$ cat src/rtl/demod_pkg.sv
`timescale 1ns/1ps
package demod_pkg;

    // Keystream steps discarded before any mask bit is taken.
    localparam int KS_LEAD = 2;

    typedef enum logic [2:0] {
        ST_IDLE,
        ST_SKIP,
        ST_GRAB,
        ST_WAIT,
        ST_WIN,
        ST_DONE
    } demod_state_t;

endpackage

$ cat src/rtl/demod_sync.sv
`timescale 1ns/1ps
module demod_sync #(
    parameter int STAGES = 2
) (
    input  logic clk,
    input  logic rst_n,
    input  logic d,
    output logic q
);
    logic [STAGES-1:0] sr;

    generate
        if (STAGES == 1) begin : g_single
            always_ff @(posedge clk or negedge rst_n) begin
                if (!rst_n) sr <= '0;
                else        sr <= d;
            end
        end else begin : g_chain
            always_ff @(posedge clk or negedge rst_n) begin
                if (!rst_n) sr <= '0;
                else        sr <= {sr[STAGES-2:0], d};
            end
        end
    endgenerate

    assign q = sr[STAGES-1];
endmodule

$ cat src/rtl/demod_window_timer.sv
`timescale 1ns/1ps
module demod_window_timer #(
    parameter int WAIT_TICKS = 490,
    parameter int BIT_TICKS  = 150,
    parameter int TW         = 10
) (
    input  logic clk,
    input  logic rst_n,
    input  logic clear,
    input  logic run,
    input  logic tick,
    output logic win_open,
    output logic win_close
);
    logic [TW-1:0] cnt_q;
    logic          win_q;

    assign win_open  = run && tick && !win_q && (cnt_q == TW'(WAIT_TICKS - 1));
    assign win_close = run && tick &&  win_q && (cnt_q == TW'(BIT_TICKS - 1));

    always_ff @(posedge clk or negedge rst_n) begin
        if (!rst_n) begin
            cnt_q <= '0;
            win_q <= 1'b0;
        end else if (clear) begin
            cnt_q <= '0;
            win_q <= 1'b0;
        end else if (run && tick) begin
            if (win_open || win_close) begin
                cnt_q <= '0;
                win_q <= 1'b1;
            end else begin
                cnt_q <= cnt_q + TW'(1);
            end
        end
    end

    AST_SLOT_COUNT_BOUND: assert property (@(posedge clk) disable iff (!rst_n)
        win_q |-> (cnt_q < TW'(BIT_TICKS)));
    AST_LEAD_COUNT_BOUND: assert property (@(posedge clk) disable iff (!rst_n)
        !win_q |-> (cnt_q < TW'(WAIT_TICKS)));
endmodule

$ cat src/rtl/demod_edge_counter.sv
`timescale 1ns/1ps
module demod_edge_counter #(
    parameter int CNT_W = 8
) (
    input  logic             clk,
    input  logic             rst_n,
    input  logic             clear,
    input  logic             active,
    input  logic             restart,
    input  logic             lvl,
    output logic [CNT_W-1:0] total
);
    logic             prev_q;
    logic [CNT_W-1:0] cnt_q;
    logic             edge_now;

    assign edge_now = active && (lvl != prev_q);
    assign total    = (edge_now && (cnt_q != '1)) ? cnt_q + CNT_W'(1) : cnt_q;

    always_ff @(posedge clk or negedge rst_n) begin
        if (!rst_n) begin
            prev_q <= 1'b0;
            cnt_q  <= '0;
        end else if (clear) begin
            prev_q <= 1'b0;
            cnt_q  <= '0;
        end else if (active) begin
            prev_q <= lvl;
            cnt_q  <= restart ? '0 : total;
        end
    end

    AST_COUNT_MONOTONIC: assert property (@(posedge clk) disable iff (!rst_n)
        (active && !restart && !clear) |=> (cnt_q >= $past(cnt_q)));
endmodule

$ cat src/rtl/subcarrier_edge_demod.sv
`timescale 1ns/1ps
module subcarrier_edge_demod
    import demod_pkg::*;
#(
    parameter int WAIT_TICKS = 490,
    parameter int BIT_TICKS  = 150,
    parameter int EDGE_LO    = 20,
    parameter int EDGE_HI    = 60,
    parameter int MAX_BITS   = 16,
    parameter int CNT_W      = 8,
    localparam int IDX_W     = $clog2(MAX_BITS + 1)
) (
    input  logic                clk,
    input  logic                rst_n,
    input  logic                tick_en,
    input  logic                start,
    input  logic [IDX_W-1:0]    req_bits,
    input  logic                decrypt,
    input  logic                rx_raw,
    input  logic                ks_bit,
    output logic                ks_step,
    output logic [MAX_BITS-1:0] word,
    output logic [IDX_W-1:0]    nbits,
    output logic                done,
    output logic                tick_clear
);
    localparam int SEL_W = $clog2(MAX_BITS);
    localparam int TMR_W = $clog2(WAIT_TICKS + BIT_TICKS);

    demod_state_t        state_q, state_d;
    logic [IDX_W-1:0]    n_q, idx_q, n_last, req_clamped;
    logic [SEL_W-1:0]    idx_sel;
    logic                dec_q;
    logic [MAX_BITS-1:0] word_q;
    logic                rx_sync, win_open, win_close, bit_one;
    logic                accept, timer_run, slot_active;
    logic [CNT_W-1:0]    edge_total;

    assign req_clamped = (req_bits > IDX_W'(MAX_BITS)) ? IDX_W'(MAX_BITS) : req_bits;
    assign n_last      = n_q - IDX_W'(1);
    assign idx_sel     = idx_q[SEL_W-1:0];
    assign accept      = (state_q == ST_IDLE) && start;
    assign timer_run   = (state_q == ST_SKIP) || (state_q == ST_GRAB) ||
                         (state_q == ST_WAIT) || (state_q == ST_WIN);
    assign slot_active = (state_q == ST_WIN);
    assign bit_one     = (edge_total > CNT_W'(EDGE_LO)) && (edge_total < CNT_W'(EDGE_HI));

    demod_sync #(.STAGES(2)) u_sync (
        .clk   (clk),
        .rst_n (rst_n),
        .d     (rx_raw),
        .q     (rx_sync)
    );

    demod_window_timer #(
        .WAIT_TICKS (WAIT_TICKS),
        .BIT_TICKS  (BIT_TICKS),
        .TW         (TMR_W)
    ) u_timer (
        .clk       (clk),
        .rst_n     (rst_n),
        .clear     (accept),
        .run       (timer_run),
        .tick      (tick_en),
        .win_open  (win_open),
        .win_close (win_close)
    );

    demod_edge_counter #(.CNT_W(CNT_W)) u_edges (
        .clk     (clk),
        .rst_n   (rst_n),
        .clear   (accept),
        .active  (slot_active),
        .restart (win_close),
        .lvl     (rx_sync),
        .total   (edge_total)
    );

    // Next-state logic
    always_comb begin
        state_d = state_q;
        unique case (state_q)
            ST_IDLE: if (start) state_d = ST_SKIP;
            ST_SKIP: if (idx_q == IDX_W'(KS_LEAD - 1))
                         state_d = (dec_q && (n_q != '0)) ? ST_GRAB : ST_WAIT;
            ST_GRAB: if (idx_q == n_last) state_d = ST_WAIT;
            ST_WAIT: if (win_open) state_d = (n_q == '0) ? ST_DONE : ST_WIN;
            ST_WIN:  if (win_close && (idx_q == n_last)) state_d = ST_DONE;
            ST_DONE: state_d = ST_IDLE;
            default: state_d = ST_IDLE;
        endcase
    end

    // State register
    always_ff @(posedge clk or negedge rst_n) begin
        if (!rst_n) state_q <= ST_IDLE;
        else        state_q <= state_d;
    end

    // Datapath registers
    always_ff @(posedge clk or negedge rst_n) begin
        if (!rst_n) begin
            n_q    <= '0;
            dec_q  <= 1'b0;
            word_q <= '0;
            idx_q  <= '0;
        end else begin
            unique case (state_q)
                ST_IDLE: if (start) begin
                    n_q    <= req_clamped;
                    dec_q  <= decrypt;
                    word_q <= '0;
                    idx_q  <= '0;
                end
                ST_SKIP: idx_q <= (idx_q == IDX_W'(KS_LEAD - 1)) ? '0 : idx_q + IDX_W'(1);
                ST_GRAB: begin
                    word_q[idx_sel] <= ks_bit;
                    idx_q <= (idx_q == n_last) ? '0 : idx_q + IDX_W'(1);
                end
                ST_WIN: if (win_close) begin
                    word_q[idx_sel] <= word_q[idx_sel] ^ bit_one;
                    idx_q <= idx_q + IDX_W'(1);
                end
                default: ;
            endcase
        end
    end

    // Outputs
    always_comb begin
        ks_step    = (state_q == ST_SKIP) || (state_q == ST_GRAB);
        done       = (state_q == ST_DONE);
        tick_clear = (state_q == ST_DONE);
        word       = word_q;
        nbits      = n_q;
    end

    AST_NO_OPEN_DURING_KS: assert property (@(posedge clk) disable iff (!rst_n)
        ((state_q == ST_SKIP) || (state_q == ST_GRAB)) |-> !win_open);
    AST_SLOT_INDEX_RANGE: assert property (@(posedge clk) disable iff (!rst_n)
        (state_q == ST_WIN) |-> (idx_q < n_q));
    AST_NBITS_LIMIT: assert property (@(posedge clk) disable iff (!rst_n)
        (n_q <= IDX_W'(MAX_BITS)));
    AST_BUSY_START_IGNORED: assert property (@(posedge clk) disable iff (!rst_n)
        ((state_q != ST_IDLE) && start) |=> $stable(n_q));
    AST_DONE_SINGLE: assert property (@(posedge clk) disable iff (!rst_n)
        done |=> !done);
endmodule

$ cat config.mk
export PLATFORM = sky130hd
export DESIGN_NAME = subcarrier_edge_demod
export DESIGN_NICKNAME = d
export VERILOG_FILES = /design/src/rtl/demod_pkg.sv /design/src/rtl/demod_sync.sv /design/src/rtl/demod_window_timer.sv /design/src/rtl/demod_edge_counter.sv /design/src/rtl/subcarrier_edge_demod.sv
export SDC_FILE = /design/constraint.sdc
export NUM_CORES = 1
export LEC_CHECK = 0
export ABC_AREA = 1
export BUFFER_PORTS_ARGS = -buffer_cell sky130_fd_sc_hd__buf_2
export CAP_MARGIN = 15
export CORE_ASPECT_RATIO = 1.5
export CORE_MARGIN = 4
export CORE_UTILIZATION = 45
export CTS_BUF_LIST = sky130_fd_sc_hd__clkbuf_8
export CTS_CLUSTER_DIAMETER = 30
export DETAILED_ROUTE_END_ITERATION = 16
export GPL_ROUTABILITY_DRIVEN = 0
export HOLD_SLACK_MARGIN = 0.15
export PLACE_DENSITY = 0.73
export SLEW_MARGIN = 20
export SYNTH_ARGS = -nofsm -noshare
export SYNTH_HDL_FRONTEND = slang
export SYNTH_SLANG_ARGS = --single-unit
$ cat constraint.sdc
create_clock -name clk -period 2.24 [get_ports clk]
set_input_delay 0.336 -clock clk [delete_from_list [all_inputs] [get_ports clk]]
set_output_delay 0.336 -clock clk [all_outputs]
set_load 0.02 [all_outputs]
==> impl_results.md <==
* Status: finished, final reports clean
* Residual DRC at 0
* Syn avg cell area at 6.90 µm²
* Vias in the first global route at about 3.8k
* Final Setup Violations at 0
* Number of cells after detailed placement at 711
* Final worst setup slack at about 0.15 ns
* Full die area at between 10000 and 15000 µm²
* # Max-Cap Violations at 0
* Max H-tree Level at 2
* Clk sinks at 52
* Final ANT Viol Nets at 0
* Power Total at 5620 µW
* Number of inserted diodes at 0
* Synth Net Count at 590
* DR pass1 iterations at 5
* FF/Latch Area at 1310 µm²
* Multi-input logic area at 2240 µm²
* Vias at around 3.8k
* Share of cells above drive strength 1 at between 20% and 30%
* Main combinational cell family by area after synthesis: simple AND/OR/NAND/NOR gates
* WL/cell at about 14 µm
* Ys Warns at 0
* Area after DPL at between 4000 and 5000 µm²
* Initial antenna violation count at 0
* Xor/xnor cell area share of the yosys netlist at roughly 2.7%
* CTS clock-pin slew for the worst setup and hold paths at approximately 0.1 ns
* Synth Cell Area at approximately 4000 µm²
* Worst Path Required at approximately 2.5 ns
* Area Growth Syn to Fin at 14.7%
* Critical Path Start Type: register
* Core area at 8460 µm²
* First-pass GRT wire length at 17.5 mm
* Clk buf depth at 2
* Gr ovfl total at 0
* Switch Pwr at about 2900 µW
* Post-synthesis mux area share at 0%
* Synthesized instance count at between 500 and 600
* Final wirelength at slightly above 10 mm
* Distinct cells, synth at 36
* IO Port Bufs at 35
* Combinational Power Share at approximately 61%
* Clk Latency, worst-skew pair at about 0.32 ns
* Nets@finish at 639
* Max_slew headroom at a little over half
* CTS buffer count at 5
* TNS Setup at 0 ns
* Final hold vios at 0
* Setup CP Type: reg -> reg
* Worst Tran Pin Value at 0.700 ns
* Post-route clock period utilization at 93.4%
* Critical path arrival at 2.31 ns
* Clock tree from TritonCTS: built
* Worst-path maximum fanout at 8
* Largest net degree at the start of global routing at 53
* Minimum clock period at about 2.1 ns
* Static leakage at roughly 0.0022 µW
* Sequential power share at 27.4%
* Switch share at approximately 50%
* Post-synthesis register bit count at 52
* RSZ-0062 raised after global routing: true
* Chip Width at 84.3 µm
* Setup WS pre-CTS at -0.0232 ns
* DP Wirelength at between 7 and 8 mm
* F_max at around 0.48 GHz
* Post-route cell area at ~4500 µm²
* FILL cells at 818
* CP endpoint kind: register
* Initial drt markers at ~270
* Min-Delay Path Class: in -> async
* Global Route Usage Sum at roughly a fifth
* Clock Skew at about 0.011 ns
* Simple-gate share of the synthesized area at 35.2%
* Initial Util at between 40% and 50%
* Compound-cell area share of the yosys netlist at about 15%
* Final non-filler cell total at 725
* Clk root buf: clkbuf_8
* Peak VDD IR at 0.000854 V
* Via density at roughly 5.3
* Die H at 123 µm
* Row cnt at 41
* Worst reg2reg path depth at 14
* Clock share of power at 11.6%
* Io pins at 36
* Max-slew violations at 0
* P per Cell Area at roughly 1200 nW/µm²
* Post-Synth Adder-Cell Area at ~2.5%
* Register area share after synthesis at about a third
* Internal at around 2700 µW
## metal layers
metal	vias up	part of all wire, %	track usage, %
met4	0	1.5	5.84
met5	-	0	0
met1	1836	40	22.8
met3	11	3.6	3.29
met2	69	55	39.5
li1	1920	-	-
## final cells by class
type	count	share of cell area (%)
Sequential cell	52	29.0
Multi-Input combinational cell	402	49.7
Timing Repair Buffer	55	7.63
Tap cell	107	2.97
Clock buffer	5	1.53
Inverter	103	8.57
Clock inverter	1	0.666
## what timing repair did
action / in CTS / in global routing
hold endpoints to repair: 1 / 0
endpoints found under the setup margin: 8 / 23
hold buffers: 1 / 0
buffers inserted: 3 / 3
gates resized for setup: 1 / 22
pin swaps: 0 / 10
gates cloned: 0 / 1
## metrics by stage
stage / hold WS, ns / util [%]
after global placement: 0.347 / 50.3
after CTS: 0.160 / 52.1
after floorplan: 0.0404 / -
after global routing: 0.203 / 53.3
final: 0.133 / 53.3
after detailed placement: 0.358 / 50.3
## worst max-delay path, cell delays in order (launching register included)
cell and delay, ns:
dfrtp_2 0.46, inv_2 0.11, nand2_2 0.11, nor2_8 0.15, nand2_4 0.06, nor2_4 0.14
nand2_1 0.08, nand2_2 0.08, nor2_1 0.07, a21oi_4 0.20, nand2_4 0.12, nand2_4 0.17
nand3_2 0.09, nand2_1 0.08, a21oi_2 0.05
## worst paths after layout
kind                                        start                            to  slack (ns)
min in group clk                          decrypt             dec_q$_DFFE_PN0P_        0.24
setup / recovery           state_q[0]$_DFFE_PN0P_           word[6]$_DFFE_PN0P_        0.15
setup reg to reg           state_q[0]$_DFFE_PN0P_           word[6]$_DFFE_PN0P_        0.15
hold reg to reg            u_sync.sr[0]$_DFF_PN0_        u_sync.sr[1]$_DFF_PN0_        0.38
max in group asynchronous                   rst_n        state_q[0]$_DFFE_PN0P_        1.60
hold / removal                              rst_n  u_timer.cnt_q[2]$_DFFE_PN0P_        0.13
## cells by family (layout without fill, tap and decap cells)
group,after synthesis,count (layout)
AOI/OAI and AO/OA,93,93
xor gates and xnor gates,12,12
adders and majority gates,8,8
buffers and inverters,117,164
DFF,52,52
and+or+nand+nor,288,289
## synthesized netlist by cell type, drive strengths merged
| master | count | area (µm²) |
|---|---|---|
| nand2 | 119 | 517 |
| inv | 100 | 375 |
| nor2 | 95 | 400 |
| dfrtp | 52 | 1300 |
| nand3 | 44 | 303 |
| a21oi | 38 | 243 |
| o21ai | 29 | 145 |
| nor3 | 19 | 95.1 |
| a211oi | 11 | 82.6 |
| o22ai | 11 | 68.8 |
| buf | 10 | 70.1 |
| ha | 8 | 100 |
| nand4 | 8 | 50.1 |
| xor2 | 7 | 61.3 |
| xnor2 | 5 | 43.8 |
| clkbuf | 4 | 15.0 |
| clkinv | 3 | 11.3 |
| nor4 | 2 | 12.5 |
| a31oi | 1 | 6.26 |
| a32o | 1 | 10.0 |
| o21bai | 1 | 7.51 |
| o41ai | 1 | 8.76 |
| or2 | 1 | 6.26 |
## cell usage in the layout (no fill, tap or decap), types with 2 or more instances in the layout
cell | netlist | routed
nand2_1 | 103 | 103
inv_1 | 95 | 94
nor2_1 | 89 | 86
dfrtp_1 | 52 | 47
buf_2 | 5 | 35
nand3_1 | 29 | 28
a21oi_1 | 26 | 25
o21ai_0 | 24 | 23
nor3_1 | 19 | 17
buf_4 | 3 | 17
nand3_2 | 14 | 15
a21oi_2 | 11 | 12
o22ai_1 | 11 | 11
a211oi_1 | 11 | 11
nand2_2 | 10 | 8
nand2_4 | 6 | 8
nand4_1 | 8 | 8
inv_2 | 5 | 7
ha_1 | 8 | 7
xor2_1 | 7 | 6
o21ai_1 | 5 | 5
xnor2_1 | 5 | 5
nor2_2 | 2 | 5
clkbuf_8 | 0 | 5
dfrtp_2 | 0 | 5
nor2_4 | 3 | 3
clkinv_1 | 3 | 2
nor4_1 | 2 | 2
nor3_2 | 0 | 2
## sequential cells by signal, indices dropped and copies added, names as in the netlist
register,cells
dec_q,1
idx_q,5
nbits,5
state_q,3
u_edges.cnt_q,8
u_edges.prev_q,1
u_sync.sr,2
u_timer.cnt_q,10
u_timer.win_q,1
word,16
## power by group through the flow
stage                     Sequential (µW)  Combinational [µW]  Clock, µW
final                                1540                3430        649
after global placement               1530                3150          0
after floorplan                      1710                2260          0
after CTS                            1530                3320        671
after global routing                 1580                3850        702
after detailed placement             1550                3250          0
Note: power is estimated with default switching activity, not from simulation.
